--- config.mk ---
export PLATFORM = sky130hd
export DESIGN_NAME = rtc_cmd_shift_if
export DESIGN_NICKNAME = d
export VERILOG_FILES = /design/src/rtl/rtc_if_pkg.sv /design/src/rtl/rtc_rise_det.sv /design/src/rtl/rtc_cmd_decode.sv /design/src/rtl/rtc_shift_chain.sv /design/src/rtl/rtc_cmd_shift_if.sv
export SDC_FILE = /design/constraint.sdc
export NUM_CORES = 1
export LEC_CHECK = 0
export CAP_MARGIN = 30
export CELL_PAD_IN_SITES_DETAIL_PLACEMENT = 1
export CELL_PAD_IN_SITES_GLOBAL_PLACEMENT = 2
export CORE_MARGIN = 1
export CORE_UTILIZATION = 32
export DETAILED_ROUTE_END_ITERATION = 12
export PLACE_DENSITY = 0.81
export SLEW_MARGIN = 10
export SYNTH_ARGS = -nofsm -noshare
export SYNTH_HDL_FRONTEND = slang
export SYNTH_SLANG_ARGS = --single-unit
--- constraint.sdc ---
create_clock -name clk -period 2.3 [get_ports clk]
set_clock_uncertainty 0.2 [all_clocks]
set_input_delay 0.46 -clock clk [delete_from_list [all_inputs] [get_ports clk]]
set_output_delay 0.46 -clock clk [all_outputs]
set_load 0.02 [all_outputs]
--- src/rtl/rtc_if_pkg.sv ---
package rtc_if_pkg;
  typedef enum logic [1:0] {
    MODE_HOLD  = 2'd0,
    MODE_SHIFT = 2'd1,
    MODE_SET   = 2'd2,
    MODE_READ  = 2'd3
  } rtc_mode_e;
endpackage

--- src/rtl/rtc_rise_det.sv ---
module rtc_rise_det (
  input  logic clk,
  input  logic rst_n,
  input  logic sig,
  output logic rise
);
  logic sig_q;

  always_ff @(posedge clk or negedge rst_n) begin
    if (!rst_n) sig_q <= 1'b0;
    else        sig_q <= sig;
  end

  assign rise = sig & ~sig_q;
endmodule

--- src/rtl/rtc_cmd_decode.sv ---
module rtc_cmd_decode
  import rtc_if_pkg::*;
#(
  parameter int CODE_W = 3,
  parameter int CMDF_W = 4
) (
  input  logic              clk,
  input  logic              rst_n,
  input  logic              stb_rise,
  input  logic [CODE_W-1:0] code,
  input  logic [CMDF_W-1:0] cmd_field,
  output rtc_mode_e         mode,
  output logic              set_now,
  output logic              read_now,
  output logic              cnt_load,
  output logic              cnt_capture,
  output logic              cnt_hold,
  output logic              div_rst
);
  localparam logic [CODE_W-1:0] ESC_CODE = '1;
  localparam logic [CMDF_W-1:0] N_OPS    = CMDF_W'(4);

  logic [CMDF_W-1:0] eff;
  logic              valid;
  rtc_mode_e         new_mode;

  always_comb begin
    if (code == ESC_CODE) eff = cmd_field;
    else                  eff = CMDF_W'(code);
    valid    = stb_rise && (eff < N_OPS);
    new_mode = rtc_mode_e'(eff[1:0]);
    set_now  = valid && (new_mode == MODE_SET);
    read_now = valid && (new_mode == MODE_READ);
  end

  always_ff @(posedge clk or negedge rst_n) begin
    if (!rst_n) begin
      mode        <= MODE_HOLD;
      cnt_load    <= 1'b0;
      cnt_capture <= 1'b0;
      div_rst     <= 1'b0;
      cnt_hold    <= 1'b0;
    end else begin
      cnt_load    <= set_now;
      div_rst     <= set_now;
      cnt_capture <= read_now;
      if (valid) begin
        mode     <= new_mode;
        cnt_hold <= (new_mode == MODE_SET);
      end
    end
  end

  a_r6_load_single: assert property (@(posedge clk) disable iff (!rst_n)
    cnt_load |=> !cnt_load);
  a_r7_hold_with_load: assert property (@(posedge clk) disable iff (!rst_n)
    cnt_load |-> cnt_hold);
  a_r7_released: assert property (@(posedge clk) disable iff (!rst_n)
    (mode != MODE_SET) |-> !cnt_hold);
  a_r8_pulses_apart: assert property (@(posedge clk) disable iff (!rst_n)
    $onehot0({cnt_load, cnt_capture}));
  a_r10_ignored_code: assert property (@(posedge clk) disable iff (!rst_n)
    (stb_rise && !valid) |=> $stable(mode));
endmodule

--- src/rtl/rtc_shift_chain.sv ---
module rtc_shift_chain
  import rtc_if_pkg::*;
#(
  parameter int WIDE_W   = 48,
  parameter int NARROW_W = 40,
  parameter int CMDF_W   = 4
) (
  input  logic              clk,
  input  logic              rst_n,
  input  logic              shift_rise,
  input  logic              ser,
  input  rtc_mode_e         mode,
  input  logic              set_now,
  input  logic              read_now,
  input  logic              sdin,
  input  logic [WIDE_W-1:0] cnt_rd_data,
  output logic [CMDF_W-1:0] cmd_field,
  output logic              data_lsb,
  output logic [WIDE_W-1:0] ld_data,
  output logic              ld_wide
);
  localparam logic [WIDE_W-1:0] NMASK = WIDE_W'({NARROW_W{1'b1}});

  logic [WIDE_W-1:0] sr, sr_n;
  logic [CMDF_W-1:0] cr, cr_n;

  always_comb begin
    sr_n = sr;
    cr_n = cr;
    if (read_now) begin
      if (ser) sr_n = cnt_rd_data;
      else     sr_n = (sr & ~NMASK) | (cnt_rd_data & NMASK);
    end else if (shift_rise) begin
      if (ser) begin
        cr_n = {sdin, cr[CMDF_W-1:1]};
        if (mode == MODE_SHIFT) sr_n = {cr[0], sr[WIDE_W-1:1]};
      end else if (mode == MODE_SHIFT) begin
        sr_n[NARROW_W-1:0] = {sdin, sr[NARROW_W-1:1]};
      end
    end
  end

  always_ff @(posedge clk or negedge rst_n) begin
    if (!rst_n) begin
      sr      <= '0;
      cr      <= '0;
      ld_data <= '0;
      ld_wide <= 1'b0;
    end else begin
      sr <= sr_n;
      cr <= cr_n;
      if (set_now) begin
        ld_data <= ser ? sr : (sr & NMASK);
        ld_wide <= ser;
      end
    end
  end

  assign cmd_field = cr;
  assign data_lsb  = sr[0];

  a_r9_frozen: assert property (@(posedge clk) disable iff (!rst_n)
    (mode != MODE_SHIFT && !read_now) |=> $stable(sr));
  a_r5_field_kept: assert property (@(posedge clk) disable iff (!rst_n)
    !ser |=> $stable(cr));
  a_r5_field_moves: assert property (@(posedge clk) disable iff (!rst_n)
    (ser && shift_rise && !read_now) |=> (cr[CMDF_W-1] == $past(sdin)));
  a_r6_narrow_masked: assert property (@(posedge clk) disable iff (!rst_n)
    (set_now && !ser) |=> ((ld_data & ~NMASK) == '0));
endmodule

--- src/rtl/rtc_cmd_shift_if.sv ---
module rtc_cmd_shift_if
  import rtc_if_pkg::*;
#(
  parameter int WIDE_W   = 48,
  parameter int NARROW_W = 40,
  parameter int CMDF_W   = 4,
  parameter int CODE_W   = 3
) (
  input  logic              clk,
  input  logic              rst_n,
  input  logic [CODE_W-1:0] cmd_code,
  input  logic              cmd_stb,
  input  logic              sclk,
  input  logic              sdin,
  input  logic              tick_1hz,
  input  logic [WIDE_W-1:0] cnt_rd_data,
  output logic              dout,
  output logic              cnt_load,
  output logic [WIDE_W-1:0] cnt_ld_data,
  output logic              cnt_ld_wide,
  output logic              cnt_capture,
  output logic              cnt_hold,
  output logic              div_rst
);
  localparam int N_EDGE = 2;
  localparam logic [CODE_W-1:0] ESC_CODE = '1;

  logic [N_EDGE-1:0] raw, rises;
  logic              stb_rise, shift_rise, ser, set_now, read_now, data_lsb;
  logic [CMDF_W-1:0] cmd_field;
  rtc_mode_e         mode;

  assign raw = {sclk, cmd_stb};

  for (genvar g = 0; g < N_EDGE; g++) begin : g_edge
    rtc_rise_det u_det (
      .clk  (clk),
      .rst_n(rst_n),
      .sig  (raw[g]),
      .rise (rises[g])
    );
  end

  assign stb_rise   = rises[0];
  assign shift_rise = rises[1] & ~rises[0];
  assign ser        = (cmd_code == ESC_CODE);

  rtc_cmd_decode #(.CODE_W(CODE_W), .CMDF_W(CMDF_W)) u_dec (
    .clk        (clk),
    .rst_n      (rst_n),
    .stb_rise   (stb_rise),
    .code       (cmd_code),
    .cmd_field  (cmd_field),
    .mode       (mode),
    .set_now    (set_now),
    .read_now   (read_now),
    .cnt_load   (cnt_load),
    .cnt_capture(cnt_capture),
    .cnt_hold   (cnt_hold),
    .div_rst    (div_rst)
  );

  rtc_shift_chain #(.WIDE_W(WIDE_W), .NARROW_W(NARROW_W), .CMDF_W(CMDF_W)) u_chain (
    .clk        (clk),
    .rst_n      (rst_n),
    .shift_rise (shift_rise),
    .ser        (ser),
    .mode       (mode),
    .set_now    (set_now),
    .read_now   (read_now),
    .sdin       (sdin),
    .cnt_rd_data(cnt_rd_data),
    .cmd_field  (cmd_field),
    .data_lsb   (data_lsb),
    .ld_data    (cnt_ld_data),
    .ld_wide    (cnt_ld_wide)
  );

  always_comb begin
    unique case (mode)
      MODE_SHIFT, MODE_SET: dout = data_lsb;
      default:              dout = tick_1hz;
    endcase
  end

  a_r7_div_with_load: assert property (@(posedge clk) disable iff (!rst_n)
    div_rst |-> cnt_load);
endmodule

==> impl_metrics.ini <==
[die]
die_x_um = 120.7
num_io_pins = 111
die_area_sq_um = 14570
row_count = 43
initial_core_util_pct = 32.60
floorplan.die.height_um = 120.7
placeableCoreArea_sq_um = 13830

[global_routing]
grt_pass1_wl_mm = 19.08
grt_start_max_net_pins = 37
antenna_found_initial = 0
grt_pass1_vias = 3578
grt.overflow.total = 0
grt.total_usage_pct = 17.06

[worst_setup_path]
setup_crit_start_kind = register
worst-endpoint-required_ps = 1640
arrival_ps = 1520
path_cells = ha_4 -> mux2_2 -> buf_2
critPathMaxFanout = 2
cell_with_the_biggest_individual_delay_on_the_critical_path = sky130_fd_sc_hd__dfrtp_1
critical_path_class = register to output pin
timing.critical_path.max_delay_family = flip-flops
critical-path-max-stage-delay_ps = 410
worst-path-buf-inv = 1
cp_endpoint_kind = output pin

[power_and_ir_drop]
power_per_cell_area_nw_per_um2 = 1029
ir_worst_vdd_mv = 0.3615
power.static_leakage_uw = 0.002919
overall_power_uw = 6508

[clocking]
clockBufferDepth = 2
tritoncts = done
clockRootBuffer = sky130_fd_sc_hd__clkbuf_16
htree_levels = 3
postCtsSetupBuffers = 0
cts.sink_count = 108
number_of_buffers_inserted_during_clock_tree_synthesis = 9
cts.clk_slew.worst_paths_ps = 70
worst_skew_pair.late_latency_ps = 360

[yosys]
yosysSeqAreaShare_pct = 59.95
synth_warnings = 0
synth_nets = 424
synth_area_sq_um = 4508
post_synth_num_cell_types = 32
postSynthRegisterBits = 108
leading_register_cell_type_out_of_synthesis = sky130_fd_sc_hd__dfrtp_1
cell_count_after_synthesis = 366
syn_avg_cell_area_sq_um = 12.32
async_flop_share_pct = 100.0
number_of_flops_mapped_to_enable_cells_by_yosys = 0

[drt]
detail-route-antenna-nets = 0
routed_via_density = 5.025
wirelength_mm = 11.62
route.detailed.wl_per_inst_um = 17.26
detailroute.via_count = 3382
detail_route.drc_violations = 0
detail_route.iter0.violations = 141
drtPass1Iterations = 4

[job]
max_capacitance_violation_count = 0

[placed_design]
placed_area_sq_um = 5961
placement.io_buffers = 110
placed_wire_length_estimate_after_detailed_placement_mm = 8.127
finalWeightedCongestion = 0.7536
dpl.cell_count = 656

[run_status]
status = finished, final reports clean

[timing]
slew_viol_final = 0
setup_viol = 0
worst_pin_slew_ps = 432.3
whs_ps = 278.6
hold_violation_total_from_the_final_report = 0
min_period_over_period_pct = 94.84
slew_headroom_pct = 71.18
period_needed_ps = 2181
grt_setup_unrepaired = false
achievable_freq_ghz = 0.4585

[finish]
total_inserted_antenna_cells = 0
final_area_sq_um = 6324
layout_common_cells = 108 x sky130_fd_sc_hd__dfrtp_1, 108 x sky130_fd_sc_hd__clkdlybuf4s50_1, 46 x sky130_fd_sc_hd__nand2_1
drive_gt1_share_pct = 19.27
layoutNonFillerInstCount = 673
area_growth_syn_to_layout_pct = 40.27
finish.net_count = 546

[hold_path]
worstHoldPathType = register to register
## kinds of logic after synthesis
logic type	share of synthesized area (%)
multiplexers	11.30
AO/OA/AOI/OAI	13.29
buffers and inverters	3.830
adder cells (fa/ha/maj)	0.2775
AND/OR/NAND/NOR	11.35
flip-flops	59.95
## report_power, final
part	switching, uW	internal (uW)	total [uW]	leakage [uW]
Combinational	795	1030	1830	0.00134
Clock	717	1080	1790	0.000168
Sequential	418	2470	2890	0.00141
## synth_stat cells (all sizes together) (2+ instances only)
library cell / number / area share (%)
dfrtp: 108 / 60
nand2: 46 / 3.8
mux2: 44 / 11
and3: 30 / 4.2
a221o: 29 / 6.4
clkbuf: 16 / 1.4
a31oi: 12 / 1.7
buf: 12 / 1.9
nor3: 12 / 1.3
o21ai: 12 / 1.3
a2bb2oi: 8 / 1.6
o22ai: 8 / 1.1
inv: 6 / 0.50
nand3: 5 / 0.56
a21oi: 4 / 0.53
a21o: 2 / 0.33
nand2b: 2 / 0.28
nor2b: 2 / 0.28
## through the flow
stage | setup WS (ps) | TNS [ps] | util, %
floorplan | 442.8 | 0 | -
global placement | -97.25 | -2947 | 43.11
detailed placement | -158.3 | -8319 | 43.11
CTS | 88.71 | 0 | 45.73
global route | 46.63 | 0 | 45.73
finish | 118.8 | 0 | 45.73
## final cells by class
| cell class | count | area [sq um] |
|---|---|---|
| clock buffers | 10 | 229.0 |
| clock inverters | 6 | 116.4 |
| inverters | 6 | 22.52 |
| multi-input cells | 224 | 1652 |
| flip-flops and latches | 108 | 2703 |
| repair buffers | 139 | 1376 |
| well taps | 180 | 225.2 |
| fillers | 1459 | 7503 |
## final timing paths
| check | from | end | slack, ps | depth (start not counted) |
|---|---|---|---|---|
| worst max-delay path | u_dec.mode[0] | dout | 120 | 3 |
| worst min-delay path | u_chain.ld_data[42] | u_chain.ld_data[42] | 280 | 2 |
| worst max register to register | u_chain.cmd_field[3] | u_chain.ld_data[39] | 280 | 4 |
| worst min register to register | u_chain.ld_data[42] | u_chain.ld_data[42] | 280 | 2 |
| max in group asynchronous | rst_n | u_chain.sr[7] | 930 | 3 |
| min in group asynchronous | rst_n | u_chain.ld_data[35] | 380 | 2 |
## flip-flops by register name, indices dropped and copies added (netlist names)
register / cells
u_chain.ld_data: 48
u_chain.sr: 48
u_chain.cmd_field: 4
g_edge.u_det.sig_q: 2
u_dec.mode: 2
u_chain.ld_wide: 1
u_dec.cnt_capture: 1
u_dec.cnt_hold: 1
u_dec.cnt_load: 1
## tightest hold or removal path, stage by stage (launching register included)
cell	delay [ps]
sky130_fd_sc_hd__dfrtp_1	340
sky130_fd_sc_hd__nand2_1	40
sky130_fd_sc_hd__o21ai_0	60
## per-layer routing
| metal | track usage [%] | up-vias | part of all wire (%) | wire, um |
|---|---|---|---|---|
| met5 | 0 | - | 0 | 0 |
| met4 | 6.481 | 0 | 1.6 | 186 |
| met3 | 4.198 | 13 | 5.5 | 636 |
| met2 | 27.84 | 85 | 48 | 5522 |
| met1 | 21.80 | 1694 | 45 | 5269 |
| li1 | - | 1590 | - | - |
## timing repair
item | in CTS | in global routing
endpoints found under the hold margin | 28 | 0
hold buffers | 1 | 0
resized for setup | 5 | 0
setup endpoints to repair | 1 | 0
Note: power is estimated with default switching activity, not from simulation.
